File: config.mk
export PLATFORM = sky130hd
export DESIGN_NAME = lane_merge_top
export DESIGN_NICKNAME = d
export VERILOG_FILES = /design/src/rtl/lane_merge_pkg.sv /design/src/rtl/lane_byte_fifo.sv /design/src/rtl/lane_rx_track.sv /design/src/rtl/merge_sequencer.sv /design/src/rtl/lane_merge_top.sv
export SDC_FILE = /design/constraint.sdc
export NUM_CORES = 1
export LEC_CHECK = 0
export ABC_AREA = 1
export BUFFER_PORTS_ARGS = -buffer_cell sky130_fd_sc_hd__clkbuf_2
export CORE_MARGIN = 2
export CORE_UTILIZATION = 31
export DETAILED_ROUTE_END_ITERATION = 12
export GPL_TIMING_DRIVEN = 0
export HOLD_SLACK_MARGIN = 0.1
export RECOVER_POWER = 25
export REMOVE_ABC_BUFFERS = 1
export SETUP_SLACK_MARGIN = 0.15
export SLEW_MARGIN = 20
export SYNTH_ARGS = -nofsm -noshare
export SYNTH_HDL_FRONTEND = slang
export SYNTH_SLANG_ARGS = --single-unit
File: constraint.sdc
create_clock -name clk -period 9.4 [get_ports clk]
set_clock_uncertainty 0.1 [all_clocks]
set_input_delay 1.88 -clock clk [delete_from_list [all_inputs] [get_ports clk]]
set_output_delay 1.88 -clock clk [all_outputs]
set_load 0.005 [all_outputs]
File: src/rtl/lane_merge_pkg.sv
// Shared helpers for the lane merger.
// Assumes the lane-count select is a two-bit code; any code above 1 means four lanes.
package lane_merge_pkg;

    localparam int BYTE_W = 8;

    // Decode the lane-count select into a lane count.
    function automatic logic [2:0] lanes_of(input logic [1:0] cfg);
        case (cfg)
            2'd0:    return 3'd1;
            2'd1:    return 3'd2;
            default: return 3'd4;
        endcase
    endfunction

endpackage

File: src/rtl/lane_byte_fifo.sv
// Small per-lane byte queue that absorbs inter-lane skew.
// Assumes DEPTH is a power of two. Writers never push when full and readers never pop when empty.
// A synchronous flush empties the queue at packet end.
module lane_byte_fifo #(
    parameter int DEPTH = 4,
    localparam int AW = (DEPTH > 1) ? $clog2(DEPTH) : 1,
    localparam int CW = $clog2(DEPTH + 1)
) (
    input  logic          clk,
    input  logic          rst_n,
    input  logic          flush,
    input  logic          push,
    input  logic [7:0]    din,
    input  logic          pop,
    output logic [7:0]    dout,
    output logic [CW-1:0] count
);

    logic [7:0]    mem [DEPTH];
    logic [AW-1:0] wp;
    logic [AW-1:0] rp;
    logic          push_ok;

    assign push_ok = push && (count != CW'(DEPTH));
    assign dout    = mem[rp];

    // Storage write, no reset needed on data.
    always_ff @(posedge clk) begin
        if (push_ok) mem[wp] <= din;
    end

    // Pointer and occupancy update.
    always_ff @(posedge clk) begin
        if (!rst_n || flush) begin
            wp    <= '0;
            rp    <= '0;
            count <= '0;
        end else begin
            if (push_ok) wp <= wp + AW'(1);
            if (pop)     rp <= rp + AW'(1);
            count <= count + CW'(push_ok) - CW'(pop);
        end
    end

    assert_no_overflow_R3: assert property (@(posedge clk) disable iff (!rst_n)
        push |-> (count != CW'(DEPTH)));

    assert_no_underflow_R3: assert property (@(posedge clk) disable iff (!rst_n)
        pop |-> (count != '0));

endmodule

File: src/rtl/lane_rx_track.sv
// Per-lane packet tracker. It opens on a start pulse and accepts bytes while open.
// It closes on the end pulse and counts accepted bytes.
// Assumes the end pulse arrives with or after the lane's last byte. Clear restarts it for the next packet.
module lane_rx_track #(
    parameter int CNT_W = 8
) (
    input  logic             clk,
    input  logic             rst_n,
    input  logic             clear,
    input  logic             active,
    input  logic             sot,
    input  logic             valid,
    input  logic             eot,
    output logic             push,
    output logic             eot_now,
    output logic             done,
    output logic [CNT_W-1:0] nbytes,
    output logic [CNT_W-1:0] nbytes_next
);

    logic seen;
    logic open_now;

    assign open_now    = active && (seen || sot) && !done;
    assign push        = open_now && valid;
    assign eot_now     = open_now && eot;
    assign nbytes_next = nbytes + CNT_W'(push);

    // Track start, end and byte count for the current packet.
    always_ff @(posedge clk) begin
        if (!rst_n || clear) begin
            seen   <= 1'b0;
            done   <= 1'b0;
            nbytes <= '0;
        end else begin
            if (open_now) seen <= 1'b1;
            if (push)     nbytes <= nbytes_next;
            if (eot_now)  done <= 1'b1;
        end
    end

    assert_end_sticky_R4: assert property (@(posedge clk) disable iff (!rst_n)
        (done && !clear) |=> done);

endmodule

File: src/rtl/merge_sequencer.sv
// Round-robin reader over the lane queues.
// It waits until every active lane is ready, then pops lanes in index order.
// Before popping, it looks one lane ahead so that the final byte can be flagged.
// Assumes the lane count is 1, 2 or 4 and is stable within a packet.
module merge_sequencer #(
    parameter int MAX_LANES = 4,
    parameter int CW = 3,
    localparam int LW = (MAX_LANES > 1) ? $clog2(MAX_LANES) : 1
) (
    input  logic                          clk,
    input  logic                          rst_n,
    input  logic [2:0]                    n_lanes,
    input  logic [MAX_LANES-1:0][CW-1:0]  fcnt,
    input  logic [MAX_LANES-1:0]          done,
    input  logic [MAX_LANES-1:0][7:0]     heads,
    output logic [MAX_LANES-1:0]          pop_vec,
    output logic                          pkt_end,
    output logic                          out_valid,
    output logic [7:0]                    out_byte,
    output logic                          out_first,
    output logic                          out_last
);

    logic [MAX_LANES-1:0] ready;
    logic [MAX_LANES-1:0] fin;
    logic                 armed;
    logic                 all_done;
    logic                 running;
    logic                 first_pending;
    logic [LW-1:0]        ptr;
    logic [LW-1:0]        nxt;
    logic [LW-1:0]        mask;
    logic                 cur_has;
    logic                 nxt_more;
    logic                 nxt_end;
    logic                 pop;
    logic                 last;
    logic                 empty_end;

    // Per-lane readiness and completion, inactive lanes count as both.
    always_comb begin
        for (int i = 0; i < MAX_LANES; i++) begin
            ready[i] = (i >= int'(n_lanes)) || (fcnt[i] != '0) || done[i];
            fin[i]   = (i >= int'(n_lanes)) || done[i];
        end
    end

    assign armed     = &ready;
    assign all_done  = &fin;
    assign mask      = LW'(n_lanes - 3'd1);
    assign nxt       = (ptr + LW'(1)) & mask;
    assign cur_has   = (fcnt[ptr] != '0);
    assign nxt_more  = (nxt == ptr) ? (fcnt[nxt] >= CW'(2)) : (fcnt[nxt] != '0);
    assign nxt_end   = done[nxt] && !nxt_more && all_done;
    assign pop       = running && cur_has && (nxt_more || nxt_end);
    assign last      = pop && nxt_end;
    assign empty_end = running && !cur_has && done[ptr] && all_done;
    assign pkt_end   = last || empty_end;

    // One-hot pop request to the lane under the pointer.
    always_comb begin
        pop_vec = '0;
        if (pop) pop_vec[ptr] = 1'b1;
    end

    // Packet run state, lane pointer and first-byte marker.
    always_ff @(posedge clk) begin
        if (!rst_n || pkt_end) begin
            running       <= 1'b0;
            ptr           <= '0;
            first_pending <= 1'b1;
        end else begin
            if (armed) running <= 1'b1;
            if (pop) begin
                ptr           <= nxt;
                first_pending <= 1'b0;
            end
        end
    end

    // Registered merged output.
    always_ff @(posedge clk) begin
        if (!rst_n) begin
            out_valid <= 1'b0;
            out_byte  <= '0;
            out_first <= 1'b0;
            out_last  <= 1'b0;
        end else begin
            out_valid <= pop;
            out_byte  <= heads[ptr];
            out_first <= pop && first_pending;
            out_last  <= last;
        end
    end

    assert_ptr_in_range_R1: assert property (@(posedge clk) disable iff (!rst_n)
        int'(ptr) < int'(n_lanes));

    assert_start_after_arm_R2: assert property (@(posedge clk) disable iff (!rst_n)
        $rose(running) |-> $past(armed));

    assert_first_qualified_R5: assert property (@(posedge clk) disable iff (!rst_n)
        out_first |-> out_valid);

    assert_last_qualified_R5: assert property (@(posedge clk) disable iff (!rst_n)
        out_last |-> out_valid);

endmodule

File: src/rtl/lane_merge_top.sv
// Multi-lane byte stream merger.
// Each lane has a tracker and a skew queue. A round-robin sequencer rebuilds the packet order.
// A lane-order checker flags ends that break the striping pattern.
// Assumes the aggregate byte rate is at most one per clock and lane_cfg is stable within a packet.
module lane_merge_top
    import lane_merge_pkg::*;
#(
    parameter int MAX_LANES  = 4,
    parameter int FIFO_DEPTH = 4,
    parameter int CNT_W      = 8,
    localparam int FCW = $clog2(FIFO_DEPTH + 1)
) (
    input  logic                        clk,
    input  logic                        rst_n,
    input  logic [1:0]                  lane_cfg,
    input  logic [MAX_LANES-1:0]        lane_sot,
    input  logic [MAX_LANES-1:0]        lane_valid,
    input  logic [MAX_LANES*BYTE_W-1:0] lane_byte,
    input  logic [MAX_LANES-1:0]        lane_eot,
    output logic                        out_valid,
    output logic [7:0]                  out_byte,
    output logic                        out_first,
    output logic                        out_last,
    output logic                        order_err
);

    logic [2:0]                      n_sel;
    logic [2:0]                      n_lanes;
    logic [MAX_LANES-1:0]            lane_act;
    logic [MAX_LANES-1:0]            push;
    logic [MAX_LANES-1:0]            eot_now;
    logic [MAX_LANES-1:0]            done;
    logic [MAX_LANES-1:0][CNT_W-1:0] nbytes;
    logic [MAX_LANES-1:0][CNT_W-1:0] nbytes_next;
    logic [MAX_LANES-1:0][FCW-1:0]   fcnt;
    logic [MAX_LANES-1:0][7:0]       heads;
    logic [MAX_LANES-1:0]            pop_vec;
    logic                            pkt_end;
    logic                            viol;

    assign n_sel   = lanes_of(lane_cfg);
    assign n_lanes = (int'(n_sel) > MAX_LANES) ? 3'(MAX_LANES) : n_sel;

    // Active-lane mask from the lane count.
    always_comb begin
        for (int i = 0; i < MAX_LANES; i++) lane_act[i] = (i < int'(n_lanes));
    end

    for (genvar g = 0; g < MAX_LANES; g++) begin : g_lane
        lane_rx_track #(.CNT_W(CNT_W)) u_trk (
            .clk         (clk),
            .rst_n       (rst_n),
            .clear       (pkt_end),
            .active      (lane_act[g]),
            .sot         (lane_sot[g]),
            .valid       (lane_valid[g]),
            .eot         (lane_eot[g]),
            .push        (push[g]),
            .eot_now     (eot_now[g]),
            .done        (done[g]),
            .nbytes      (nbytes[g]),
            .nbytes_next (nbytes_next[g])
        );

        lane_byte_fifo #(.DEPTH(FIFO_DEPTH)) u_fifo (
            .clk   (clk),
            .rst_n (rst_n),
            .flush (pkt_end),
            .push  (push[g]),
            .din   (lane_byte[g*BYTE_W +: BYTE_W]),
            .pop   (pop_vec[g]),
            .dout  (heads[g]),
            .count (fcnt[g])
        );

        assert_idle_lane_quiet_R6: assert property (@(posedge clk) disable iff (!rst_n)
            !lane_act[g] |-> (fcnt[g] == '0));
    end

    merge_sequencer #(.MAX_LANES(MAX_LANES), .CW(FCW)) u_seq (
        .clk       (clk),
        .rst_n     (rst_n),
        .n_lanes   (n_lanes),
        .fcnt      (fcnt),
        .done      (done),
        .heads     (heads),
        .pop_vec   (pop_vec),
        .pkt_end   (pkt_end),
        .out_valid (out_valid),
        .out_byte  (out_byte),
        .out_first (out_first),
        .out_last  (out_last)
    );

    // Lane-order check: a lower lane closed with fewer bytes than a lane closing now.
    always_comb begin
        viol = 1'b0;
        for (int i = 1; i < MAX_LANES; i++) begin
            for (int j = 0; j < MAX_LANES; j++) begin
                if (j < i && eot_now[i] && (done[j] || eot_now[j]) &&
                    (nbytes_next[j] < nbytes_next[i])) viol = 1'b1;
            end
        end
    end

    // Register the order error as a one-cycle pulse.
    always_ff @(posedge clk) begin
        if (!rst_n) order_err <= 1'b0;
        else        order_err <= viol;
    end

    assert_err_needs_end_R7: assert property (@(posedge clk) disable iff (!rst_n)
        order_err |-> ($past(eot_now) != '0));

endmodule

### Word level (Yosys, flattened, before mapping)

Memories as Yosys holds them, arrays and structs flattened. A register that Yosys moved wholly into a read port is not among the register bits.
Cells that the tools add are included.

| storage, ports and cells | value |
|---|---|
| bits in registers | 84 |
| RAM bits | 128 |
| output and inout bits | 12 |
| word-level logic and storage cells | 202 |
| memories | 4 |

Memory list:

| name | words | bits a word | read ports | clocked after memory_dff | write ports | line | text |
|---|---|---|---|---|---|---|---|
| g_lane[0].u_fifo.mem | 4 | 8 | 1 | 1 | 1 | lane_byte_fifo.sv:19 | `logic [7:0] mem [DEPTH];` |
| g_lane[1].u_fifo.mem | 4 | 8 | 1 | 1 | 1 | lane_byte_fifo.sv:19 |  |
| g_lane[2].u_fifo.mem | 4 | 8 | 1 | 1 | 1 | lane_byte_fifo.sv:19 |  |
| g_lane[3].u_fifo.mem | 4 | 8 | 1 | 1 | 1 | lane_byte_fifo.sv:19 |  |

| cells by class | value |
|---|---|
| $add $sub $neg | 22 |
| magnitude comparators | 19 |
| equal/unequal tests | 6 |
| muxes and demuxes | 38 |
| bitwise gates (word level) | 1 |
| reduce and logical (&&, ||, !) cells | 80 |

Operators with widths:

| kind | number |
|---|---|
| $lt 8x8->1 | 6 |
| $logic_and 1x1->1 | 42 |
| $add 8x1->8 | 4 |
| $logic_or 1x1->1 | 22 |
| $add 2x1->2 const B | 9 |
| $mux 1 | 18 |
| $reduce_bool 3->1 | 6 |
| $bmux 8 s2 | 1 |
| $mux 2 | 8 |
| $add 3x1->3 | 4 |
| $bmux 3 s2 | 2 |
| $ne 3x3->1 const B | 4 |
| $sub 3x1->3 | 4 |
| $mux 3 | 3 |
| $mux 8 | 1 |
| $reduce_and 4->1 | 2 |
| $logic_not 1->1 | 7 |
| $ge 1x3->1 const A | 2 |
| $ge 2x3->1 const A | 2 |
| $lt 1x3->1 const A | 2 |
| $lt 2x3->1 const A | 2 |
| $lt 2x3->1 const B | 2 |
| $pmux 3 s2 | 1 |
| $bmux 1 s2 | 2 |
| other kinds (10) | 10 |

### Depth between registers and ports, before layout

| depth | value |
|---|---|
| depth in word-level cells | 19 |
| gate-level depth with buffers | 25 |
| mapped depth without buffers | 25 |

### By module

Synthesis repeated with hierarchy kept, for this count alone.

| unflattened totals | value |
|---|---|
| cell total of the unflattened synthesis | 1,263 |
| area total of the unflattened synthesis | 11,264.6 um2 |

Modules (own cells, without submodules):

| module | instances | cells each | area each (um2) | seq. area each (um2) |
|---|---|---|---|---|
| lane_byte_fifo | 4 | 137 | 1,651.6 | 1,141.1 |
| lane_rx_track | 4 | 83 | 588.1 | 200.2 |
| lane_merge_top | 1 | 192 | 1,177.4 | 20.0 |
| merge_sequencer | 1 | 191 | 1,128.6 | 300.3 |

### Worst setup path before layout

OpenSTA, ideal clock, no wires.

| timing | value |
|---|---|
| kind | input to register |
| start | input port lane_cfg[1] |
| end | register order_err |
| library setup time | 128 ps |
| arrival time | 4,371 ps |
| required time | 9,172 ps |
| setup slack | 4,802 ps |
| stages | 23 |
| path buffers | 0 |
| cell sequence | nor2_2 > inv_1 > ha_1 > inv_1 > nand2_1 > nor2_1 > nand2_1 > inv_1 > ha_1 > nand3_1 > nor2_1 > nand2_1 > nor2_1 > xor2_1 > inv_1 > ha_1 > nand2_1 > nor2_1 > nand2_1 > nand2_1 > nand3_1 > nor2_1 > nor2_1 |

| on the way | value |
|---|---|
| elaborated cells on any way between the ends | 56 |
| those cells by class | add/sub: 4; order compare: 11; eq/ne: 1; mux: 8; reduce/logical: 32 |

RTL lines:

| what | line | text |
|---|---|---|
| from (decl) | lane_merge_top.sv:15 | `input logic [1:0] lane_cfg,` |
| $eq 2x1->1 or $logic_not 2->1 (tied branches) | lane_merge_pkg.sv:9 | `case (cfg)` |
| $pmux 3 s2 (*) | lane_merge_pkg.sv:9 |  |
| $gt 3x3->1 | lane_merge_top.sv:42 | `assign n_lanes = (int'(n_sel) > MAX_LANES) ? 3'(MAX_LANES) : n_sel;` |
| $mux 3 (*) | lane_merge_top.sv:42 |  |
| $lt 2x3->1 (*) | lane_merge_top.sv:46 | `for (int i = 0; i < MAX_LANES; i++) lane_act[i] = (i < int'(n_lanes));` |
| $logic_and 1x1->1 (*) (2 in series) | lane_rx_track.sv:24 | `assign open_now = active && (seen \|\| sot) && !done;` |
| $logic_and 1x1->1 (*) | lane_rx_track.sv:25 | `assign push = open_now && valid;` |
| named net g_lane[2].u_fifo.push | lane_byte_fifo.sv:12 | `input logic push,` |
| $add 8x1->8 (*) | lane_rx_track.sv:27 | `assign nbytes_next = nbytes + CNT_W'(push);` |
| named net g_lane[2].u_trk.nbytes_next[7] | lane_rx_track.sv:18 | `output logic [CNT_W-1:0] nbytes_next` |
| $lt 8x8->1 | lane_merge_top.sv:101 | `(nbytes_next[j] < nbytes_next[i])) viol = 1'b1;` |
| $logic_and 1x1->1 | lane_merge_top.sv:100 | `if (j < i && eot_now[i] && (done[j] \|\| eot_now[j]) &&` |
| $mux 1 (4 in series) | lane_merge_top.sv:100 |  |
| $mux 1 (*) | lane_merge_top.sv:100 |  |
| to (signal assigned) | lane_merge_top.sv:109 | `else order_err <= viol;` |
| to (decl) | lane_merge_top.sv:24 | `output logic order_err` |

The timed path passes the listed nets; every way through them passes the cells marked *.
A chain may end at the register's enable or synchronous reset.

### Final worst setup path

| timing | value |
|---|---|
| start | input port lane_cfg[1] |
| end | register order_err |

| on the way | value |
|---|---|
| elaborated cells on any way between the ends | 56 |
| those cells by class | add/sub: 4; order compare: 11; eq/ne: 1; mux: 8; reduce/logical: 32 |

RTL lines:

| what | line |
|---|---|
| $eq 2x1->1 or $logic_not 2->1 (tied branches) | lane_merge_pkg.sv:9 |
| $pmux 3 s2 (*) | lane_merge_pkg.sv:9 |
| $gt 3x3->1 | lane_merge_top.sv:42 |
| $mux 3 (*) | lane_merge_top.sv:42 |
| $lt 2x3->1 (*) | lane_merge_top.sv:46 |
| $logic_and 1x1->1 (*) (2 in series) | lane_rx_track.sv:24 |
| $logic_and 1x1->1 (*) | lane_rx_track.sv:25 |
| named net g_lane[2].u_fifo.push | lane_byte_fifo.sv:12 |
| $add 8x1->8 (*) | lane_rx_track.sv:27 |
| $lt 8x8->1 | lane_merge_top.sv:101 |
| $logic_and 1x1->1 | lane_merge_top.sv:100 |
| $mux 1 (4 in series) | lane_merge_top.sv:100 |
| $mux 1 (*) | lane_merge_top.sv:100 |

Marks and branches as above.

==> flow_results.xml <==
<?xml version="1.0" encoding="UTF-8"?>
<metrics>
  <group name="outcome">
    <metric name="run_status" unit="">complete, no violations</metric>
  </group>
  <group name="synth">
    <metric name="compound_gate_fraction_of_synth_area" unit="%">10.7</metric>
    <metric name="number_of_synthesized_flops_with_an_enable_pin" unit="">128</metric>
    <metric name="synth_simple_gate_area_share" unit="%">16.8</metric>
    <metric name="synth_top_family_by_area" unit="">simple AND/OR/NAND/NOR gates</metric>
    <metric name="ys_types" unit="">39</metric>
    <metric name="synth_seq_area_share" unit="%">54.0</metric>
    <metric name="synthMuxAreaShare" unit="%">0.761</metric>
    <metric name="synth_ff_type" unit="">sky130_fd_sc_hd__edfxtp_1</metric>
    <metric name="synth_xor_area_share" unit="%">1.75</metric>
    <metric name="synthArstFlopShare" unit="%">0</metric>
    <metric name="synth_seq_cells" unit="">220</metric>
    <metric name="synth.avg_cell_area" unit="µm²">9.32</metric>
    <metric name="synth.cell_area" unit="µm²">10500</metric>
    <metric name="synthesis.instances" unit="">1129</metric>
    <metric name="synth.yosys.warnings" unit="">0</metric>
    <metric name="synthAdderAreaFrac" unit="%">9.32</metric>
  </group>
  <group name="worst_setup_path">
    <metric name="worst_path_fanout_max" unit="">13</metric>
    <metric name="crit_required" unit="ns">9.75</metric>
    <metric name="critical_path_class" unit="">input pin to register</metric>
    <metric name="crit_path_start_kind" unit="">input pin</metric>
    <metric name="crit_path_end_kind" unit="">register</metric>
    <metric name="timing.critical_path.arrival" unit="ns">5.50</metric>
  </group>
  <group name="timing">
    <metric name="grt_setup_unrepaired" unit="">false</metric>
    <metric name="max_slew_margin" unit="%">44.1</metric>
    <metric name="finalMaxSlewViolations" unit="">0</metric>
    <metric name="timing_worst_slew_pin_value" unit="ns">0.835</metric>
    <metric name="timing.fmax" unit="MHz">194</metric>
    <metric name="layout_min_cycle_time" unit="ns">5.15</metric>
    <metric name="setup_viol_count_final" unit="">0</metric>
    <metric name="setup-tns-final" unit="ns">0</metric>
    <metric name="hold_viol" unit="">0</metric>
    <metric name="timing.final.crit_share" unit="%">54.8</metric>
  </group>
  <group name="grt">
    <metric name="grt_first_pass_wirelength" unit="µm">36600</metric>
    <metric name="grt_pass1_vias" unit="">7141</metric>
    <metric name="grt_max_degree" unit="">40</metric>
    <metric name="globalRouteOverflowTotal" unit="">0</metric>
    <metric name="antenna_found_initial" unit="">0</metric>
    <metric name="grt_util_overall" unit="%">12.8</metric>
  </group>
  <group name="routing">
    <metric name="vias_per_cell" unit="">4.59</metric>
    <metric name="firstDrtPassIters" unit="">7</metric>
    <metric name="drt_drc_violations_left" unit="">0</metric>
    <metric name="detail_route.iter0.violations" unit="">538</metric>
    <metric name="wl_per_cell" unit="µm">13.9</metric>
    <metric name="postRouteWirelength" unit="µm">23000</metric>
    <metric name="route.antenna.remaining_nets" unit="">0</metric>
    <metric name="vias" unit="">7597</metric>
  </group>
  <group name="clock_tree">
    <metric name="cts_max_path_bufs" unit="">3</metric>
    <metric name="numCtsBuffers" unit="">25</metric>
    <metric name="clock-root-buffer" unit="">sky130_fd_sc_hd__clkbuf_16</metric>
    <metric name="post_cts_resize_count" unit="">0</metric>
    <metric name="postCtsHoldBufs" unit="">0</metric>
    <metric name="clock_sinks" unit="">220</metric>
    <metric name="clock_insertion_delay_worst_skew" unit="ns">0.53</metric>
    <metric name="postCtsSetupBuffers" unit="">0</metric>
    <metric name="cts.clk_slew.worst_paths" unit="ns">0.06</metric>
    <metric name="cts_tree" unit="">built</metric>
    <metric name="h-tree-depth" unit="">1</metric>
  </group>
  <group name="finish">
    <metric name="fraction_of_final_layout_cells_sized_beyond_drive_strength_1" unit="%">7.13</metric>
    <metric name="syn_to_final_growth" unit="%">14.6</metric>
    <metric name="net_count_of_the_finished_layout" unit="">1312</metric>
    <metric name="diodes" unit="">0</metric>
  </group>
  <group name="placement">
    <metric name="place.port_buffers" unit="">59</metric>
    <metric name="dp_hpwl" unit="µm">16300</metric>
    <metric name="place.gp.congestion" unit="">0.818</metric>
  </group>
  <group name="power">
    <metric name="total_power" unit="mW">2.22</metric>
    <metric name="pleak" unit="nW">4.75</metric>
    <metric name="max-vdd-ir-drop" unit="mV">0.123</metric>
    <metric name="power_density" unit="nW/µm²">184</metric>
  </group>
  <group name="die">
    <metric name="initial_core_utilization" unit="%">31.5</metric>
    <metric name="floorplan.die.height" unit="µm">188</metric>
    <metric name="chipWidth" unit="µm">188</metric>
    <metric name="rows" unit="">67</metric>
    <metric name="placeableCoreArea" unit="µm²">33400</metric>
    <metric name="io_pins" unit="">60</metric>
    <metric name="die_area" unit="µm²">35400</metric>
  </group>
  <group name="min_path">
    <metric name="min-delay-path-class" unit="">register to register</metric>
  </group>
  <group name="flow_run">
    <metric name="max-cap-violations" unit="">0</metric>
  </group>
</metrics>
[report_power, final]
group	internal [mW]	total, mW	switching, mW
combinational	0.0541	0.166	0.112
sequential	1.05	1.07	0.0141
clock	0.590	0.984	0.394
[metal layers]
| metal | routed length (µm) | track usage (%) | share of wire (%) | up-vias |
|---|---|---|---|---|
| li1 | - | - | - | 3901 |
| met1 | 10900 | 17.3 | 48 | 3556 |
| met2 | 10800 | 21.5 | 47 | 111 |
| met3 | 904 | 2.03 | 3.9 | 29 |
| met4 | 363 | 2.82 | 1.6 | 0 |
| met5 | 0 | 0 | 0 | - |
[worst max-delay path, stage by stage]
cell and delay, ns:
sky130_fd_sc_hd__clkbuf_2 0.13, sky130_fd_sc_hd__nor2_2 0.21, sky130_fd_sc_hd__inv_1 0.07, sky130_fd_sc_hd__ha_1 0.28, sky130_fd_sc_hd__inv_1 0.09, sky130_fd_sc_hd__nand2_1 0.13
sky130_fd_sc_hd__nor2_1 0.18, sky130_fd_sc_hd__nand2_1 0.32, sky130_fd_sc_hd__inv_1 0.29, sky130_fd_sc_hd__ha_1 0.22, sky130_fd_sc_hd__nand3_1 0.11, sky130_fd_sc_hd__nor2_1 0.17
sky130_fd_sc_hd__inv_1 0.10, sky130_fd_sc_hd__o21bai_1 0.15, sky130_fd_sc_hd__nand2_1 0.14, sky130_fd_sc_hd__ha_1 0.31, sky130_fd_sc_hd__a21oi_1 0.12, sky130_fd_sc_hd__a21boi_0 0.18
sky130_fd_sc_hd__nand2_1 0.07, sky130_fd_sc_hd__nand2_1 0.05, sky130_fd_sc_hd__nand2_1 0.05, sky130_fd_sc_hd__nand3_1 0.08, sky130_fd_sc_hd__nor2_1 0.04, sky130_fd_sc_hd__nor2_1 0.12
[placed cells by master, fill, tap and decap left out, drive strengths merged]
master	count
a21boi	3
a21o	1
a21oi	69
a31oi	10
a32oi	1
buf	1
bufinv	2
clkbuf	93
clkinv	6
clkinvlp	3
dfxtp	92
edfxtp	128
fa	4
ha	72
inv	145
mux2i	8
nand2	205
nand3	36
nand3b	1
nand4	9
nor2	179
nor3	7
o211ai	9
o21a	4
o21ai	59
o21bai	3
o221ai	9
o22ai	16
o31ai	1
o32ai	8
or2	2
xnor2	11
xor2	10
[area by class of cell]
cell class,instances,area [µm²]
multi-input cells,737,4150
clock buffers,34,712
clock inverters,12,134
flip-flops and latches,220,5690
inverters,144,541
fillers,3341,21400
repair buffers,60,284
well taps,448,561
[Yosys cell counts (all sizes together) (8+ instances only)]
library cell	instances	area [µm²]
a21oi	69	349
nand3	36	190
clkbuf	16	60.1
a31oi	10	62.6
mux2i	8	80.1
xor2	10	87.6
o32ai	8	70.1
edfxtp	128	3840
xnor2	11	96.3
nand2	205	769
o211ai	9	67.6
o221ai	9	78.8
o22ai	16	100
ha	72	901
inv	144	541
dfxtp	92	1840
nand4	9	62.6
buf	12	100
nor2	179	692
o21ai	59	299
[cell families (layout without fill, tap and decap cells)]
group | Yosys count | in the layout
compound gates | 193 | 193
xor+xnor | 21 | 21
fa+ha+maj | 76 | 76
buf+inv | 172 | 250
flops | 220 | 220
mux | 8 | 8
simple gates | 439 | 439
[metrics by stage]
step	setup WS (ns)	instance area (µm²)	util, %	std cells	hold WS [ns]
4_1_cts	4.23	12100	36.2	1655	0.340
2_1_floorplan	4.64	10400	-	1101	0.324
6_report	4.25	12100	36.1	1655	0.337
5_1_grt	3.80	12100	36.1	1655	0.390
3_3_place_gp	3.70	11200	33.6	1608	0.337
3_5_place_dp	3.71	11200	33.6	1609	0.342
[registers in the layout (all words and copies together) (netlist names), named ones only]
name and cells:
g_lane.u_trk.seen 4, u_seq.out_valid 1, g_lane.u_trk.nbytes 32, g_lane.u_trk.done 4, order_err 1, u_seq.running 1
u_seq.ptr 2, g_lane.u_fifo.count 12, g_lane.u_fifo.wp 8, u_seq.first_pending 1, u_seq.out_last 1, u_seq.out_byte 8
g_lane.u_fifo.rp 8, u_seq.out_first 1, g_lane.u_fifo.mem 128
[path summary, 6_finish.rpt]
| kind | startpoint | end | slack [ns] | cells past startpoint |
|---|---|---|---|---|
| setup reg to reg | g_lane[1].u_trk.done | order_err | 5.47 | 16 |
| setup / recovery | lane_cfg[1] | order_err | 4.25 | 24 |
| hold reg to reg | u_seq.first_pending | u_seq.out_first | 0.34 | 2 |
| hold / removal | u_seq.first_pending | u_seq.out_first | 0.34 | 2 |
(Power assumes the default switching activity.)
